===== src/rtl/rxp_pkg.sv =====
package rxp_pkg;
  localparam int EN_BIT  = 14;  // enable bit in the control word
  localparam int THR_LSB = 24;  // threshold field start in parameter word
  localparam int DEF_THR = 16;  // reset threshold
  localparam int DEF_PTV = 4;   // reset pause time
endpackage


===== src/rtl/rxp_ring_track.sv =====
module rxp_ring_track
  import rxp_pkg::*;
#(
  parameter int IDX_W = 8,
  parameter int THR_W = 8
) (
  input  logic             clk,
  input  logic             rst,
  input  logic             en,
  input  logic             init,
  input  logic             prm_we,
  input  logic [IDX_W:0]   prm_size,
  input  logic [THR_W-1:0] prm_thr,
  input  logic             lfp_we,
  input  logic [IDX_W-1:0] lfp_idx,
  input  logic             cons_stb,
  output logic             short_o
);
  logic [IDX_W:0]   size_q;
  logic [THR_W-1:0] thr_q;
  logic [IDX_W-1:0] cons_q, lf_q;
  logic [IDX_W-1:0] cons_nxt, cons_upd, init_lf;
  logic [IDX_W:0]   free;
  logic             active;

  assign active   = (size_q != '0);
  assign cons_nxt = ({1'b0, cons_q} + 1'b1 == size_q) ? '0 : cons_q + 1'b1;
  assign cons_upd = (cons_stb && active) ? cons_nxt : cons_q;
  assign init_lf  = (cons_upd == '0) ? IDX_W'(size_q - 1'b1) : cons_upd - 1'b1;

  always_comb begin
    if (lf_q >= cons_q) free = {1'b0, lf_q} - {1'b0, cons_q};
    else                free = {1'b0, lf_q} + size_q - {1'b0, cons_q};
  end

  assign short_o = active && (32'(free) < 32'(thr_q));

  always_ff @(posedge clk) begin
    if (rst) begin
      size_q <= '0;
      thr_q  <= THR_W'(DEF_THR);
      cons_q <= '0;
      lf_q   <= '0;
    end else if (prm_we && !en) begin
      size_q <= prm_size;
      thr_q  <= prm_thr;
      cons_q <= '0;
      lf_q   <= '0;
    end else begin
      cons_q <= cons_upd;
      if (init)
        lf_q <= init_lf;
      else if (lfp_we && en && ({1'b0, lfp_idx} < size_q))
        lf_q <= lfp_idx;
    end
  end

  p_param_frozen_r2: assert property (@(posedge clk) disable iff (rst)
    (en && prm_we) |=> ($stable(size_q) && $stable(thr_q)));
  p_cons_range_r4: assert property (@(posedge clk) disable iff (rst)
    (size_q != '0) |-> ({1'b0, cons_q} < size_q));
  p_mark_range_r6: assert property (@(posedge clk) disable iff (rst)
    (size_q != '0) |-> ({1'b0, lf_q} < size_q));
  p_init_full_r3: assert property (@(posedge clk) disable iff (rst)
    (init && !prm_we && size_q != '0) |=> (free == size_q - 1'b1));
endmodule


===== src/rtl/rxp_pause_pacer.sv =====
module rxp_pause_pacer #(
  parameter int PT_W   = 16,
  parameter int QSHIFT = 6
) (
  input  logic            clk,
  input  logic            rst,
  input  logic            en,
  input  logic            short_any,
  input  logic [PT_W-1:0] ptv,
  output logic            pause_req,
  output logic            pause_send
);
  localparam int TW = PT_W + QSHIFT;
  logic [TW-1:0] tmr_q, win, reload;
  logic          fire;

  assign win    = {ptv, {QSHIFT{1'b0}}};
  assign reload = (win == '0) ? TW'(1) : win;
  assign fire   = short_any && (tmr_q == '0);

  always_ff @(posedge clk) begin
    if (rst || !en) begin
      pause_req  <= 1'b0;
      pause_send <= 1'b0;
      tmr_q      <= '0;
    end else begin
      pause_req  <= short_any;
      pause_send <= fire;
      if (fire)              tmr_q <= reload;
      else if (tmr_q != '0)  tmr_q <= tmr_q - 1'b1;
    end
  end

  p_send_in_req_r7: assert property (@(posedge clk) disable iff (rst)
    pause_send |-> pause_req);
  p_no_back_to_back_r7: assert property (@(posedge clk) disable iff (rst)
    pause_send |=> !pause_send);
  p_off_when_disabled_r8: assert property (@(posedge clk) disable iff (rst)
    !en |=> (!pause_req && !pause_send));
endmodule


===== src/rtl/rx_pause_trigger.sv =====
module rx_pause_trigger
  import rxp_pkg::*;
#(
  parameter int NUM_RINGS = 8,
  parameter int IDX_W     = 8,
  parameter int THR_W     = 8,
  parameter int PT_W      = 16,
  parameter int QSHIFT    = 6,
  localparam int RID_W    = (NUM_RINGS > 1) ? $clog2(NUM_RINGS) : 1
) (
  input  logic             clk,
  input  logic             rst,
  input  logic             ctl_we,
  input  logic [31:0]      ctl_wdata,
  input  logic             prm_we,
  input  logic [RID_W-1:0] prm_ring,
  input  logic [31:0]      prm_wdata,
  input  logic             ptv_we,
  input  logic [PT_W-1:0]  ptv_wdata,
  input  logic             lfp_we,
  input  logic [RID_W-1:0] lfp_ring,
  input  logic [IDX_W-1:0] lfp_idx,
  input  logic             cons_stb,
  input  logic [RID_W-1:0] cons_ring,
  output logic             pause_req,
  output logic             pause_send,
  output logic [PT_W-1:0]  pause_time
);
  logic                 en_q, init;
  logic [PT_W-1:0]      ptv_q;
  logic [NUM_RINGS-1:0] short_vec;
  logic                 unused_bits;

  assign unused_bits = ^{ctl_wdata, prm_wdata};
  assign init        = ctl_we && ctl_wdata[EN_BIT] && !en_q;

  always_ff @(posedge clk) begin
    if (rst) begin
      en_q  <= 1'b0;
      ptv_q <= PT_W'(DEF_PTV);
    end else begin
      if (ctl_we)           en_q  <= ctl_wdata[EN_BIT];
      if (ptv_we && !en_q)  ptv_q <= ptv_wdata;
    end
  end
  assign pause_time = ptv_q;

  for (genvar g = 0; g < NUM_RINGS; g++) begin : g_ring
    rxp_ring_track #(.IDX_W(IDX_W), .THR_W(THR_W)) u_trk (
      .clk      (clk),
      .rst      (rst),
      .en       (en_q),
      .init     (init),
      .prm_we   (prm_we && prm_ring == RID_W'(g)),
      .prm_size (prm_wdata[IDX_W:0]),
      .prm_thr  (prm_wdata[THR_LSB +: THR_W]),
      .lfp_we   (lfp_we && lfp_ring == RID_W'(g)),
      .lfp_idx  (lfp_idx),
      .cons_stb (cons_stb && cons_ring == RID_W'(g)),
      .short_o  (short_vec[g])
    );
  end

  rxp_pause_pacer #(.PT_W(PT_W), .QSHIFT(QSHIFT)) u_pacer (
    .clk        (clk),
    .rst        (rst),
    .en         (en_q),
    .short_any  (|short_vec),
    .ptv        (ptv_q),
    .pause_req  (pause_req),
    .pause_send (pause_send)
  );

  p_ptv_frozen_r2: assert property (@(posedge clk) disable iff (rst)
    (en_q && ptv_we) |=> $stable(ptv_q));
endmodule


===== config.mk =====
export PLATFORM = sky130hd
export DESIGN_NAME = rx_pause_trigger
export DESIGN_NICKNAME = d
export VERILOG_FILES = /design/src/rtl/rxp_pkg.sv /design/src/rtl/rxp_ring_track.sv /design/src/rtl/rxp_pause_pacer.sv /design/src/rtl/rx_pause_trigger.sv
export SDC_FILE = /design/constraint.sdc
export NUM_CORES = 1
export LEC_CHECK = 0
export ABC_AREA = 1
export BUFFER_PORTS_ARGS = -buffer_cell sky130_fd_sc_hd__buf_2
export CORE_ASPECT_RATIO = 1.25
export CORE_UTILIZATION = 35
export CTS_BUF_LIST = sky130_fd_sc_hd__clkbuf_8
export DETAILED_ROUTE_END_ITERATION = 7
export SYNTH_ARGS = -nofsm -noshare
export SYNTH_HDL_FRONTEND = slang
export SYNTH_HIERARCHICAL = 1
export SYNTH_SLANG_ARGS = --single-unit

===== constraint.sdc =====
create_clock -name clk -period 5.3 [get_ports clk]
set_input_delay 0.53 -clock clk [delete_from_list [all_inputs] [get_ports clk]]
set_output_delay 0.53 -clock clk [all_outputs]
set_load 0.02 [all_outputs]

# Yosys cells after proc, flatten, opt, wreduce, memory -nomap -nowiden

Index checks and enable logic that the tools add are counted.

Add/sub/neg operators: 57
$lt $le $gt $ge: 24
Equality and inequality tests: 29
Multiplexer cells: 51
Reduce and logical (&&, ||, !) cells: 110

Operators by type and width:

| cell                                                                  | count |
|---|---|
| 8-bit 2-to-1 mux                                                      | 40 |
| 8-bit by 1-bit subtractor with 8-bit output (second input constant)   | 16 |
| 8-bit by 1-bit adder with 9-bit output (second input constant)        | 8 |
| 8-bit by 9-bit adder with 9-bit output                                | 8 |
| 9-bit == test                                                         | 8 |
| 8-bit by 9-bit < comparator with 1-bit output                         | 8 |
| 9-bit by 8-bit < comparator with 1-bit output                         | 8 |
| 9-bit 2-to-1 mux                                                      | 8 |
| 9-bit nonzero test                                                    | 8 |
| 8-bit by 8-bit subtractor with 9-bit output                           | 8 |
| 9-bit by 8-bit subtractor with 9-bit output                           | 8 |
| 1-bit logical AND                                                     | 68 |
| 22-bit 2-to-1 mux                                                     | 3 |
| 8-bit by 1-bit adder with 8-bit output (second input constant)        | 8 |
| 8-bit >= comparator                                                   | 8 |
| 8-bit logical NOT                                                     | 8 |
| 22-bit logical NOT                                                    | 2 |
| 3-bit == test (second input constant)                                 | 12 |
| 22-bit nonzero test                                                   | 1 |
| 22-bit by 1-bit subtractor with 22-bit output (second input constant) | 1 |
| 3-bit by 2-bit == test with 1-bit output (second input constant)      | 6 |
| 2-bit nonzero test                                                    | 9 |
| 2-bit OR reduction                                                    | 8 |
| 3-bit by 1-bit == test with 1-bit output (second input constant)      | 3 |
| 4 further kinds                                                       | 6 |

Flip-flop bits (word level): 305
Output and inout port bits: 18
Logic and storage cells: 308

# Depth between registers and ports, before layout

Gate-level depths: netlist of run 1.

Depth in word-level cells: 8
Mapped depth: 30

# Hierarchy

Netlist of run 1, hierarchy kept.

By module, submodules not included:

| module                                | instances | cells an instance | area an instance (um^2) | sequential area each (um^2) |
|---|---|---|---|---|
| rxp_ring_track at g_ring[1].u_trk ... | 4         | 471               | 3123.0                  | 660.6 |
| rxp_ring_track at g_ring[0].u_trk ... | 3         | 482               | 3154.3                  | 660.6 |
| rxp_ring_track at g_ring[4].u_trk     | 1         | 474               | 3191.8                  | 660.6 |
| rxp_pause_pacer                       | 1         | 246               | 1665.3                  | 480.5 |
| rx_pause_trigger                      | 1         | 165               | 953.4                   | 340.3 |

# Worst setup path before layout of run 1

OpenSTA, ideal clock, no wires.

Kind: reg-to-reg
From: reg g_ring[4].u_trk.cons_q[2]
To: reg u_pacer.tmr_q[6]
Setup time: 117 ps
Data arrival time: 4163 ps
Path slack: 1020 ps
Cell stages (with the launch flop): 29
Buffers on the path: 2
Clock period less this slack: 4280 ps
Cell sequence: dfxtp_1 > buf_4 > inv_1 > ha_1 > a21oi_1 > nand2_1 > a21oi_1 > o21bai_1 > nand2_1 > nand2_1 > a21oi_1 > nor2_1 > nor2_1 > clkinv_1 > o21ai_0 > ha_1 > a21oi_1 > nor2_1 > a211oi_1 > nand2_1 > nand3_1 > nand2_1 > a211oi_1 > nor2_1 > nand4_1 > nand4_4 > buf_6 > o21ai_0 > nor2_2

Word-level cells in the longest chain between the ends: 7
Elaborated cells on any way between the ends: 10
Classes of those cells: add/sub (2); order compare (2); mux (2); reduce/logical (4)

RTL lines:

| item                                                                | RTL line               | source |
|---|---|---|
| from (decl)                                                         | rxp_ring_track.sv:21   | `logic [IDX_W-1:0] cons_q, lf_q;` |
| from (signal assigned)                                              | rxp_ring_track.sv:50   | `cons_q <= cons_upd;` |
| 9-bit by 8-bit subtractor with 9-bit output (tied with other cells) | rxp_ring_track.sv:33   | `else free = {1'b0, lf_q} + size_q - {1'b0, cons_q};` |
| 9-bit 2-to-1 mux (*)                                                | rxp_ring_track.sv:32   | `if (lf_q >= cons_q) free = {1'b0, lf_q} - {1'b0, cons_q};` |
| 9-bit by 8-bit < comparator with 1-bit output (*)                   | rxp_ring_track.sv:36   | `assign short_o = active && (32'(free) < 32'(thr_q));` |
| 1-bit logical AND (*)                                               | rxp_ring_track.sv:36   |  |
| net short_vec[4]                                                    | rx_pause_trigger.sv:31 | `logic [NUM_RINGS-1:0] short_vec;` |
| 8-bit OR reduction (*)                                              | rx_pause_trigger.sv:68 | `.short_any (\|short_vec),` |
| 1-bit logical AND (*)                                               | rxp_pause_pacer.sv:19  | `assign fire = short_any && (tmr_q == '0);` |
| 22-bit 2-to-1 mux / 2-bit nonzero test (equally long branches)      | n/a                    |  |
| to (signal assigned)                                                | rxp_pause_pacer.sv:29  | `if (fire) tmr_q <= reload;` |
| to (signal assigned)                                                | rxp_pause_pacer.sv:30  | `else if (tmr_q != '0) tmr_q <= tmr_q - 1'b1;` |
| to (decl)                                                           | rxp_pause_pacer.sv:14  | `logic [TW-1:0] tmr_q, win, reload;` |

Mark *: on every way through the listed nets, which the timed path passes. The rest lies on a longest branch.
A chain may end at the register's enable or synchronous reset.

# Final worst setup path of run 1

From: reg g_ring[1].u_trk.cons_q[2]
To: reg u_pacer.tmr_q[8]

Word-level cells in the longest chain between the ends: 7
Elaborated cells on any way between the ends: 10
Classes of those cells: add/sub (2); order compare (2); mux (2); reduce/logical (4)

RTL lines:

| item                                                                | RTL line |
|---|---|
| from (decl)                                                         | rxp_ring_track.sv:21 |
| from (signal assigned)                                              | rxp_ring_track.sv:50 |
| 9-bit by 8-bit subtractor with 9-bit output (tied with other cells) | rxp_ring_track.sv:33 |
| 9-bit 2-to-1 mux (*)                                                | rxp_ring_track.sv:32 |
| 9-bit by 8-bit < comparator with 1-bit output (*)                   | rxp_ring_track.sv:36 |
| 1-bit logical AND (*)                                               | rxp_ring_track.sv:36 |
| net short_vec[1]                                                    | rx_pause_trigger.sv:31 |
| 8-bit OR reduction (*)                                              | rx_pause_trigger.sv:68 |
| 1-bit logical AND (*)                                               | rxp_pause_pacer.sv:19 |
| 22-bit 2-to-1 mux / 2-bit nonzero test (equally long branches)      | n/a |

Marks and branches as above.

==> impl_results.md, run 1 <==
* R2R cell count at 27
* Post-layout util at 38.86%
* Pins Over Slew Limit at 0
* Max-capacitance violation count at 0
* Sequential fraction of the synthesis area at 21.99%
* Final worst setup slack at 0.5629 ns
* First-pass GRT wire length at 136.1 mm
* Clock Skew at 0.06081 ns
* Multiplexer share of the synthesized area at 0.4326%
* Synthesized area at 0.02777 mm^2
* RSZ-0062 raised after global routing: false
* Avg Inst Size Synth at 6.587 um^2
* Number of vias per cell at 4.993
* Core area at 0.07856 mm^2
* Antenna-violating nets left at 0
* Die width at 253.9 um
* Synth Area in Compound Gates at 16.98%
* Largest net degree at the start of global routing at 33
* Worst Path Required at 5.88 ns
* Reg2reg start: g_ring[1].u_trk/cons_q[2]
* Simple-Gate Fraction of Synth Area at 29.90%
* VDD IR max at 353.6 uV
* Initial DRC Count at 1684
* GPL Wtd Cong at 0.9119
* Die H at 316.9 um
* Clock buffer depth at 3
* Peak Freq at 211.1 MHz
* Later-pin clock latency in the skew report at 0.70 ns
* Initial antenna violation count at 3
* HP Start: ptv_wdata[2]
* Seq cells post-synth at 305
* TritonRoute pass-1 iters at 7
* TritonCTS Buffers at 57
* Post-synth EDFFs at 0
* # H-tree levels at 2
* Largest family of logic cells by synthesized area: simple AND/OR/NAND/NOR gates
* Synth top area share at 21.99%
* Setup TNS at 0 ns
* Worst-path fanout max at 9
* GRT overflow at 0
* Worst Tran Pin Value at 1.053 ns
* Reg2reg end: u_pacer/tmr_q[8]
* Area leader, netlist: dfxtp_1
* LEAKAGE at 14.49 nW
* CTS Root Cell: clkbuf_8
* Layout Nets at 4737
* Most common flop cell mapped by yosys: dfxtp_1
* Setup-failing EPs final at 0
* Starting density of the core at 35.34%
* Cells after synthesis at 4215
* Ys Warns at 6
* Top Family by Delay on Critical Path: compound AO/OA/AOI/OAI gates
* DP Worst Slack at 0.3739 ns
* # port buffers at 75
* Routed WL at 87.20 mm
* Clock tree from TritonCTS: built
* Worst path max stage delay at 0.50 ns
* CP max-delay cell: dfxtp_1
* XOR/XNOR share of the synthesized area at 3.123%
* Slew headroom at 29.66%
* Hold Vio Cnt, Final at 0
* Per-cell routed wire length at 16.15 um
* Pwr Density at 302.2 mW/mm^2
* Share of layout cells above drive strength 1 at 9.602%
* Vias in the first global route at 25.34k
* Boundary Pins at 122
* Post-cts hold buffer count at 0
* Post-synth cell types at 49
* R2R setup slack at 0.56 ns
* Total track usage at 21.50%
* Syn Nets at 4648
* Fin crit period at 4.737 ns
* Async set or reset register ratio after synthesis at 0%
* Hold Path Stages at 3
* Synth area leaders: dfxtp_1 22%, nand2_1 13%, ha_1 12%
* WP buf/inv at 5
* Worst hold-check path type: in -> reg
* Adder-cell share of the synthesized area at 16.77%
* Crit path capture type: flip-flop
* Area grow syn2layout at 9.950%
* Row cnt at 115
* CP Launch Type: flip-flop
* DRC Markers at 0
* Clock Pin Slew Worst Setup and Hold Paths at 0.06 ns
* Hold EP: pause_time[2]
* Detailed Place HPWL at 66.66 mm
* CTS sink count at 305
* CP arrival at 5.32 ns
* Vias at 26.96k
* Critical path class: reg -> reg
* Tcrit/Tclk final at 89.38%
* Status: complete, no violations
* DIE AREA at 0.08047 mm^2
==> worst max path at each step <==
stage | slack (ns) | cells past startpoint | endpoint | startpoint
2_1_floorplan | 1.02 | 28 | u_pacer/tmr_q[6] | g_ring[4].u_trk/cons_q[2]
3_3_place_gp | 0.45 | 27 | u_pacer/tmr_q[8] | g_ring[1].u_trk/cons_q[2]
3_5_place_dp | 0.37 | 25 | u_pacer/tmr_q[8] | g_ring[3].u_trk/size_q[2]
4_1_cts | 0.33 | 25 | u_pacer/tmr_q[8] | g_ring[3].u_trk/size_q[2]
5_1_grt | 0.07 | 27 | u_pacer/tmr_q[8] | g_ring[7].u_trk/cons_q[2]
6_report | 0.56 | 27 | u_pacer/tmr_q[8] | g_ring[1].u_trk/cons_q[2]
==> worst min-delay path, delay by kind of cell <==
kind                   cells  cell delay [ns]
buffers and inverters      1             0.08
and+or+nand+nor            2             0.13
==> area by class of cell <==
class                      count  area, um^2
fill                        8543       48030
multi-input combinational   3130       18670
sequential                   305        6106
inverter                     712        2673
tap                         1053        1318
clock buffer                  69       949.7
timing repair buffer          98       560.5
clock inverter                29       244.0
antenna                        3       7.507
==> layout by cell type (no fill, tap or decap), types with 25 or more instances in the layout <==
master    synthesis  routed
o21ai_0         236     236
a21oi_2          45      45
nand2_1         945     945
buf_2             4      75
clkbuf_8          0      69
xnor2_1          36      36
nand2_2          52      52
inv_1           700     715
xor2_1           63      63
dfxtp_1         305     305
fa_1             72      72
nor2_1          403     402
nor2_2           48      48
nand3_1         275     275
o21bai_1         28      28
ha_1            257     257
a21oi_1         403     403
nand4_1          25      25
==> routing by layer <==
layer	GRT usage, %	vias to the layer above	routed length (um)
met3	2.472	194	3767
met4	9.406	2	3786
met5	0	-	11
li1	-	13800	-
met1	25.87	12340	37150
met2	38.31	621	42480
==> through the flow <==
stage               std cells  hold slack (ns)  total power, mW  area, um^2
global route             5398          0.09649            9.979       30530
detailed placement       5297           0.4538            6.762       29320
finish                   5399           0.1048            9.226       30530
global placement         5297           0.4467            6.726       29320
CTS                      5395          0.06500            9.291       30510
floorplan                4215           0.4297            5.790       27770
==> repair_timing <==
| item | 4_1_cts | 5_1_grt |
|---|---|---|
| gates resized for setup | 0 | 0 |
| buffers inserted | 0 | 1 |
| setup endpoints to repair | 0 | 11 |
==> report_power, final <==
group          switching [mW]  internal (mW)  total [mW]
registers               0.137           2.42        2.56
clock network            1.12           1.37        2.49
logic                    2.63           1.55        4.18
total                    3.89           5.34        9.23
==> cells in the mapped netlist, drive strengths merged, types with 6 or more instances <==
cell	n
nand2	1003
inv	711
nor2	479
a21oi	448
dfxtp	305
nand3	297
o21ai	262
ha	257
fa	72
xor2	63
clkbuf	46
xnor2	36
o21bai	32
nand4	26
a31oi	22
buf	22
nor3	20
o211ai	19
a211oi	14
o221ai	13
mux2i	12
nor4	10
or2	10
a221oi	7
nand3b	6
==> registers in the layout (all words and copies together), names as in the netlist, 16 cells and up <==
signal               count
u_pacer/tmr_q           22
g_ring.u_trk/thr_q      64
g_ring.u_trk/size_q     72
g_ring.u_trk/lf_q       64
g_ring.u_trk/cons_q     64
pause_time              16
==> logic make-up (layout without fill, tap and decap cells) <==
| logic type | count (synthesis) | after routing |
|---|---|---|
| simple gates | 1855 | 1855 |
| compound gates | 835 | 835 |
| buf+inv | 780 | 908 |
| fa+ha+maj | 329 | 329 |
| flops | 305 | 305 |
| xor+xnor | 99 | 99 |
| mux | 12 | 12 |
| other cells | 0 | 3 |
(Power assumes the default switching activity.)
==> run 2, diff against run 1 <==
- PLACE_DENSITY_LB_ADDON: unset -> 0.2
==> impl_results.md, run 2 (synthesis results as in run 1) <==
* Status: complete, no violations (unchanged)
* Critical path class: reg -> reg (unchanged)
* Vias at 26.73k (was 26.96k)
* Worst Tran Pin Value at 0.8643 ns (was 1.053 ns)
* CTS sink count at 305 (unchanged)
* Clock Skew at 0.05305 ns (was 0.06081 ns)
* Worst hold-check path type: in -> reg (unchanged)
* Worst path max stage delay at 0.50 ns (about the same)
* Layout Nets at 4743 (was 4737)
* Initial DRC Count at 1397 (was 1684)
* Routed WL at 89.97 mm (was 87.20 mm)
* CTS Root Cell: clkbuf_8 (unchanged)
* Total track usage at 22.13% (was 21.50%)
* Most frequent CP cell: a21oi_1
* DRC Markers at 0 (unchanged)
* Max-capacitance violation count at 0 (unchanged)
* Worst Path Required at 5.95 ns (was 5.88 ns)
* Register with the most flip-flops: g_ring.u_trk/size_q (unchanged)
* Row cnt at 115 (unchanged)
* Pwr Density at 304.3 mW/mm^2 (was 302.2 mW/mm^2)
* Share of layout cells above drive strength 1 at 9.961% (was 9.602%)
* Clock buffer depth at 3 (unchanged)
* Largest net degree at the start of global routing at 51 (was 33)
* Later-pin clock latency in the skew report at 0.72 ns (was 0.70 ns)
* GRT overflow at 0 (unchanged)
* First-pass GRT wire length at 137.4 mm (was 136.1 mm)
* Cts repair resizes at 0 (unchanged)
* Core area at 0.07856 mm^2 (unchanged)
* Initial antenna violation count at 7 (was 3)
* Clock tree from TritonCTS: built (unchanged)
* DIE AREA at 0.08047 mm^2 (unchanged)
* Slew headroom at 42.38% (was 29.66%)
* Peak Freq at 209.9 MHz (was 211.1 MHz)
* Setup TNS at 0 ns (unchanged)
* VDD IR max at 300.8 uV (was 353.6 uV)
* # H-tree levels at 2 (unchanged)
* Pins Over Slew Limit at 0 (unchanged)
* CP arrival at 5.41 ns (was 5.32 ns)
* GPL Wtd Cong at 0.8967 (was 0.9119)
* TritonRoute pass-1 iters at 7 (unchanged)
* CP Launch Type: flip-flop (unchanged)
* Worst-path fanout max at 13 (was 9)
* Top Family by Delay on Critical Path: simple AND/OR/NAND/NOR gates (was compound AO/OA/AOI/OAI gates)
* Hold Path Stages at 3 (unchanged)
* CP max-delay cell: dfxtp_1 (unchanged)
* LEAKAGE at 14.54 nW (was 14.49 nW)
* # port buffers at 75 (unchanged)
* Die H at 316.9 um (unchanged)
* Boundary Pins at 122 (unchanged)
* RSZ-0062 raised after global routing: false (unchanged)
* Setup Buffers After CTS at 0 (unchanged)
* Number of vias per cell at 4.938 (was 4.993)
* Starting density of the core at 35.34% (unchanged)
* Antenna-violating nets left at 0 (unchanged)
* Final Power at 9.315 mW (was 9.226 mW)
* Commonest non-fill, non-tap cell in the layout: nand2_1 (unchanged)
* Fin crit period at 4.763 ns (was 4.737 ns)
* WP depth at 26 (was 27)
* Post-cts hold buffer count at 0 (unchanged)
* Vias in the first global route at 25.05k (was 25.34k)
* R2R cell count at 26 (was 27)
* Per-cell routed wire length at 16.62 um (was 16.15 um)
* Tcrit/Tclk final at 89.87% (was 89.38%)
* Detailed Place HPWL at 68.70 mm (was 66.66 mm)
* TritonCTS Buffers at 59 (was 57)
* Most frequent cells in the layout: 945 x nand2_1, 713 x inv_1, 403 x a21oi_1, 401 x nor2_1, 305 x dfxtp_1 (was 945 x nand2_1, 715 x inv_1, 403 x a21oi_1, 402 x nor2_1, 305 x dfxtp_1)
* WP buf/inv at 3 (was 5)
* Clock Pin Slew Worst Setup and Hold Paths at 0.07 ns (was 0.06 ns)
* Max reg flops at 72 (unchanged)
* Setup-failing EPs final at 0 (unchanged)
* Die width at 253.9 um (unchanged)
* Area grow syn2layout at 10.25% (was 9.950%)
* Crit path capture type: flip-flop (unchanged)
* Hold Vio Cnt, Final at 0 (unchanged)
run 2: changes by cell type in the layout (fill, tap and decap cells not counted), moves of 2 or more:
cell / before / now
clkbuf_8: 69 / 77
clkinv_2: 7 / 14
buf_4: 22 / 27
bufinv_16: 4 / 2
inv_1: 715 / 713
run 2: layout make-up:
| class | instances | area, um^2 |
|---|---|---|
| antenna | 3 | 7.507 |
| clock buffer | 77 | 1060 |
| clock inverter | 31 | 197.7 |
| fill | 8601 | 47950 |
| inverter | 712 | 2673 |
| multi-input combinational | 3130 | 18670 |
| sequential | 305 | 6106 |
| tap | 1053 | 1318 |
| timing repair buffer | 102 | 578.1 |
run 2: stage by stage:
stage               area [um^2]  hold slack [ns]  utilization (%)  instances  worst slack [ns]
floorplan                 27770           0.4297                -       4215             1.020
global placement          29340           0.4516            37.35       5302            0.4107
CTS                       30600         0.009659            38.95       5410            0.4097
finish                    30610          0.06568            38.96       5413            0.5368
global route              30610          0.03747            38.96       5412           0.06662
detailed placement        29340           0.4545            37.35       5302            0.4498
run 2: worst paths after layout:
kind	from	to	slack, ns
worst max-delay path	g_ring[6].u_trk/cons_q[2]	u_pacer/tmr_q[0]	0.54
worst min-delay path	ptv_wdata[2]	pause_time[2]	0.07
worst max register to register	g_ring[6].u_trk/cons_q[2]	u_pacer/tmr_q[0]	0.54
worst min register to register	g_ring[7].u_trk/thr_q[5]	g_ring[7].u_trk/thr_q[5]	0.47
run 2: per-layer routing:
layer / wire [um] / vias to the layer above / track usage, % / share of wire [%]
met5: 22 / - / 0 / 0.024
met4: 4413 / 4 / 10.30 / 4.9
met3: 4292 / 194 / 3.078 / 4.8
met2: 43220 / 580 / 39.09 / 48
met1: 38020 / 12120 / 26.33 / 42
li1: - / 13830 / - / -
run 2: power breakdown:
| group | internal [mW] | switching, mW |
|---|---|---|
| clock | 1.40 | 1.17 |
| combinational | 1.54 | 2.66 |
| sequential | 2.42 | 0.132 |
| total | 5.35 | 3.96 |
run 2: worst register-to-register path, delay by kind of cell (launching register included):
family | cells | cell delay (ns)
compound gates | 10 | 1.46
fa+ha+maj | 2 | 0.64
flops | 1 | 0.50
buf+inv | 3 | 0.46
simple gates | 11 | 1.64
==> run 3, diff against run 2 <==
- ABC_AREA: 1 -> unset
==> impl_results.md, run 3 <==
* Tcrit/Tclk final at 94.10% (was 89.87%)
* Detailed Place HPWL at 76.37 mm (was 68.70 mm)
* DRC Markers at 4 (was 0)
* Worst Tran Pin Value at 1.079 ns (was 0.8643 ns)
* Final Power at 9.519 mW (was 9.315 mW)
* Clock tree from TritonCTS: built (unchanged)
* Cell Area, Placed at 0.03272 mm^2 (was 0.02934 mm^2)
* CTS sink count at 305 (unchanged)
* Area grow syn2layout at 11.70% (was 10.25%)
* Vias at 28.27k (was 26.73k)
* Core area at 0.08705 mm^2 (was 0.07856 mm^2)
* Setup TNS at 0 ns (unchanged)
* Boundary Pins at 122 (unchanged)
* Ys Warns at 6 (unchanged)
* Number of vias per cell at 5.323 (was 4.938)
* Most frequent cells in the layout: 441 x nand2_1, 436 x inv_1, 343 x a21oi_1, 299 x dfxtp_1, 282 x nor2_1 (was 945 x nand2_1, 713 x inv_1, 403 x a21oi_1, 401 x nor2_1, 305 x dfxtp_1)
* Status: finished, violations left (was complete, no violations)
* Pins Over Slew Limit at 0 (unchanged)
* Most common flop cell mapped by yosys: dfxtp_1 (unchanged)
* Area leader, netlist: dfxtp_1 (unchanged)
* DIE AREA at 0.08892 mm^2 (was 0.08047 mm^2)
* Antenna-violating nets left at 0 (unchanged)
* Die width at 266.9 um (was 253.9 um)
* Starting density of the core at 35.27% (was 35.34%)
* Initial DRC Count at 1659 (was 1397)
* Synth Area in Compound Gates at 23.76% (was 16.98%)
* Syn Nets at 4367 (was 4648)
* Most common cell in the netlist: nand2_1 (unchanged)
* Adder-cell share of the synthesized area at 15.17% (was 16.77%)
* Fin crit period at 4.988 ns (was 4.763 ns)
* Seq cells post-synth at 305 (unchanged)
* TritonRoute pass-1 iters at 7 (unchanged)
* Post-synth EDFFs at 0 (unchanged)
* Peak Freq at 200.5 MHz (was 209.9 MHz)
* Share of layout cells above drive strength 1 at 17.06% (was 9.961%)
* Per-cell routed wire length at 19.30 um (was 16.62 um)
* Hold Vio Cnt, Final at 0 (unchanged)
* Multiplexer share of the synthesized area at 2.934% (was 0.4326%)
* Pwr Density at 277.6 mW/mm^2 (was 304.3 mW/mm^2)
* Worst Path Required at 5.86 ns (was 5.95 ns)
* Max-capacitance violation count at 0 (unchanged)
* Crit path capture type: flip-flop (unchanged)
* Max reg flops at 72 (unchanged)
* Commonest non-fill, non-tap cell in the layout: nand2_1 (unchanged)
* Worst hold-check path type: in -> reg (unchanged)
* Largest net degree at the start of global routing at 126 (was 51)
* Die H at 333.1 um (was 316.9 um)
* # port buffers at 75 (unchanged)
* Vias in the first global route at 27.52k (was 25.05k)
* Top Family by Delay on Critical Path: compound AO/OA/AOI/OAI gates (was simple AND/OR/NAND/NOR gates)
* Final cell count without fillers at 5311 (was 5413)
* Slew headroom at 28.08% (was 42.38%)
* Synth top cells by count: 442 x nand2_1, 422 x inv_1, 361 x a21oi_1 (was 945 x nand2_1, 700 x inv_1, 403 x a21oi_1, 403 x nor2_1, 305 x dfxtp_1)
* Clock Pin Slew Worst Setup and Hold Paths at 0.06 ns (was 0.07 ns)
* Routed WL at 102.5 mm (was 89.97 mm)
* Post-synth cell types at 123 (was 49)
* Setup-failing EPs final at 0 (unchanged)
* Cells after synthesis at 3934 (was 4215)
* Clock Skew at 0.02756 ns (was 0.05305 ns)
* Later-pin clock latency in the skew report at 0.70 ns (was 0.72 ns)
* Critical path class: reg -> reg (unchanged)
* Post-cts hold buffer count at 0 (unchanged)
* DP Worst Slack at -0.08472 ns (was 0.4498 ns)
* Largest family of logic cells by synthesized area: compound AO/OA/AOI/OAI gates (was simple AND/OR/NAND/NOR gates)
* Dpl cells at 5196 (was 5302)
* TritonCTS Buffers at 60 (was 59)
* GRT overflow at 0 (unchanged)
* Row cnt at 121 (was 115)
* Worst-path fanout max at 6 (was 13)
* Worst path max stage delay at 0.38 ns (was 0.50 ns)
* Register with the most flip-flops: g_ring.u_trk/size_q (unchanged)
* CP max-delay cell: or3_4 (was dfxtp_1)
* Synthesized area at 0.03070 mm^2 (was 0.02777 mm^2)
* Clock buffer depth at 3 (unchanged)
* GPL Wtd Cong at 0.8973 (was 0.8967)
* Post-layout instance area at 0.03430 mm^2 (was 0.03061 mm^2)
* Synth area leaders: dfxtp_1 20%, ha_1 10%, a21oi_1 5.9% (was dfxtp_1 22%, nand2_1 13%, ha_1 12%)
* WP buf/inv at 5 (was 3)
* CP arrival at 5.55 ns (was 5.41 ns)
* Failing checks: DRC
* First-pass GRT wire length at 158.8 mm (was 137.4 mm)
* XOR/XNOR share of the synthesized area at 5.999% (was 3.123%)
* # H-tree levels at 2 (unchanged)
* WHS at 0.1044 ns (was 0.06568 ns)
* Sequential fraction of the synthesis area at 19.89% (was 21.99%)
* Async set or reset register ratio after synthesis at 0% (unchanged)
* Simple-Gate Fraction of Synth Area at 22.32% (was 29.90%)
* Post-layout util at 39.40% (was 38.96%)
* CTS Root Cell: clkbuf_8 (unchanged)
* Total track usage at 22.86% (was 22.13%)
* Synth top area share at 19.89% (was 21.99%)
* Avg Inst Size Synth at 7.804 um^2 (was 6.587 um^2)
* VDD IR max at 367.1 uV (was 300.8 uV)
* Final worst setup slack at 0.3125 ns (was 0.5368 ns)
* Fillers at 9141 (was 8601)
* LEAKAGE at 13.96 nW (was 14.54 nW)
* CP Launch Type: flip-flop (unchanged)
* Initial antenna violation count at 7 (unchanged)
* Layout Nets at 4529 (was 4743)
[run 3: final timing paths]
kind | to | slack [ns] | from | cells after the start
hold / removal | pause_time[2] | 0.10 | ptv_wdata[2] | 3
setup / recovery | u_pacer/tmr_q[7] | 0.31 | g_ring[4].u_trk/cons_q[1] | 29
hold reg to reg | g_ring[4].u_trk/thr_q[2] | 0.45 | g_ring[4].u_trk/thr_q[2] | 2
setup reg to reg | u_pacer/tmr_q[7] | 0.31 | g_ring[4].u_trk/cons_q[1] | 29
[run 3: repair_timing]
action | 4_1_cts | 5_1_grt
setup buffers | 0 | 6
pin swaps | 0 | 22
endpoints found under the setup margin | 6 | 16
gates resized for setup | 5 | 69
[run 3: report_power, final]
part,internal [mW],total (mW),switching [mW]
Sequential,2.42,2.55,0.130
Clock,1.45,2.61,1.16
Combinational,1.84,4.36,2.52
[run 3: logic make-up (layout without fill, tap and decap cells)]
| logic type | count (synthesis) | count (layout) |
|---|---|---|
| compound gates | 1075 | 1075 |
| xor+xnor | 204 | 204 |
| fa+ha+maj | 329 | 329 |
| buf+inv | 618 | 823 |
| flops | 305 | 305 |
| mux | 81 | 81 |
| other cells | 0 | 4 |
| simple gates | 1322 | 1322 |
[run 3: tightest hold or removal path, stage by stage]
cell and delay, ns:
buf_2 0.08, nor2_1 0.03, mux2i_1 0.11
[run 3: per-layer routing]
metal	GRT usage (%)	vias up	routed length, um
met5	0	-	30
met4	6.897	6	2933
met3	2.532	140	4294
met2	40.03	586	49890
met1	29.12	13470	45340
li1	-	14070	-
[run 3: cell type report]
class / instances / area, um^2 / area share, %
Antenna cell: 4 / 10.01 / 0.02919
Clock buffer: 74 / 1018 / 2.970
Clock inverter: 31 / 245.2 / 0.7151
Inverter: 426 / 1599 / 4.663
Multi-Input combinational cell: 3011 / 21810 / 63.59
Sequential cell: 305 / 6113 / 17.83
Tap cell: 1168 / 1461 / 4.261
Timing Repair Buffer: 292 / 2039 / 5.947
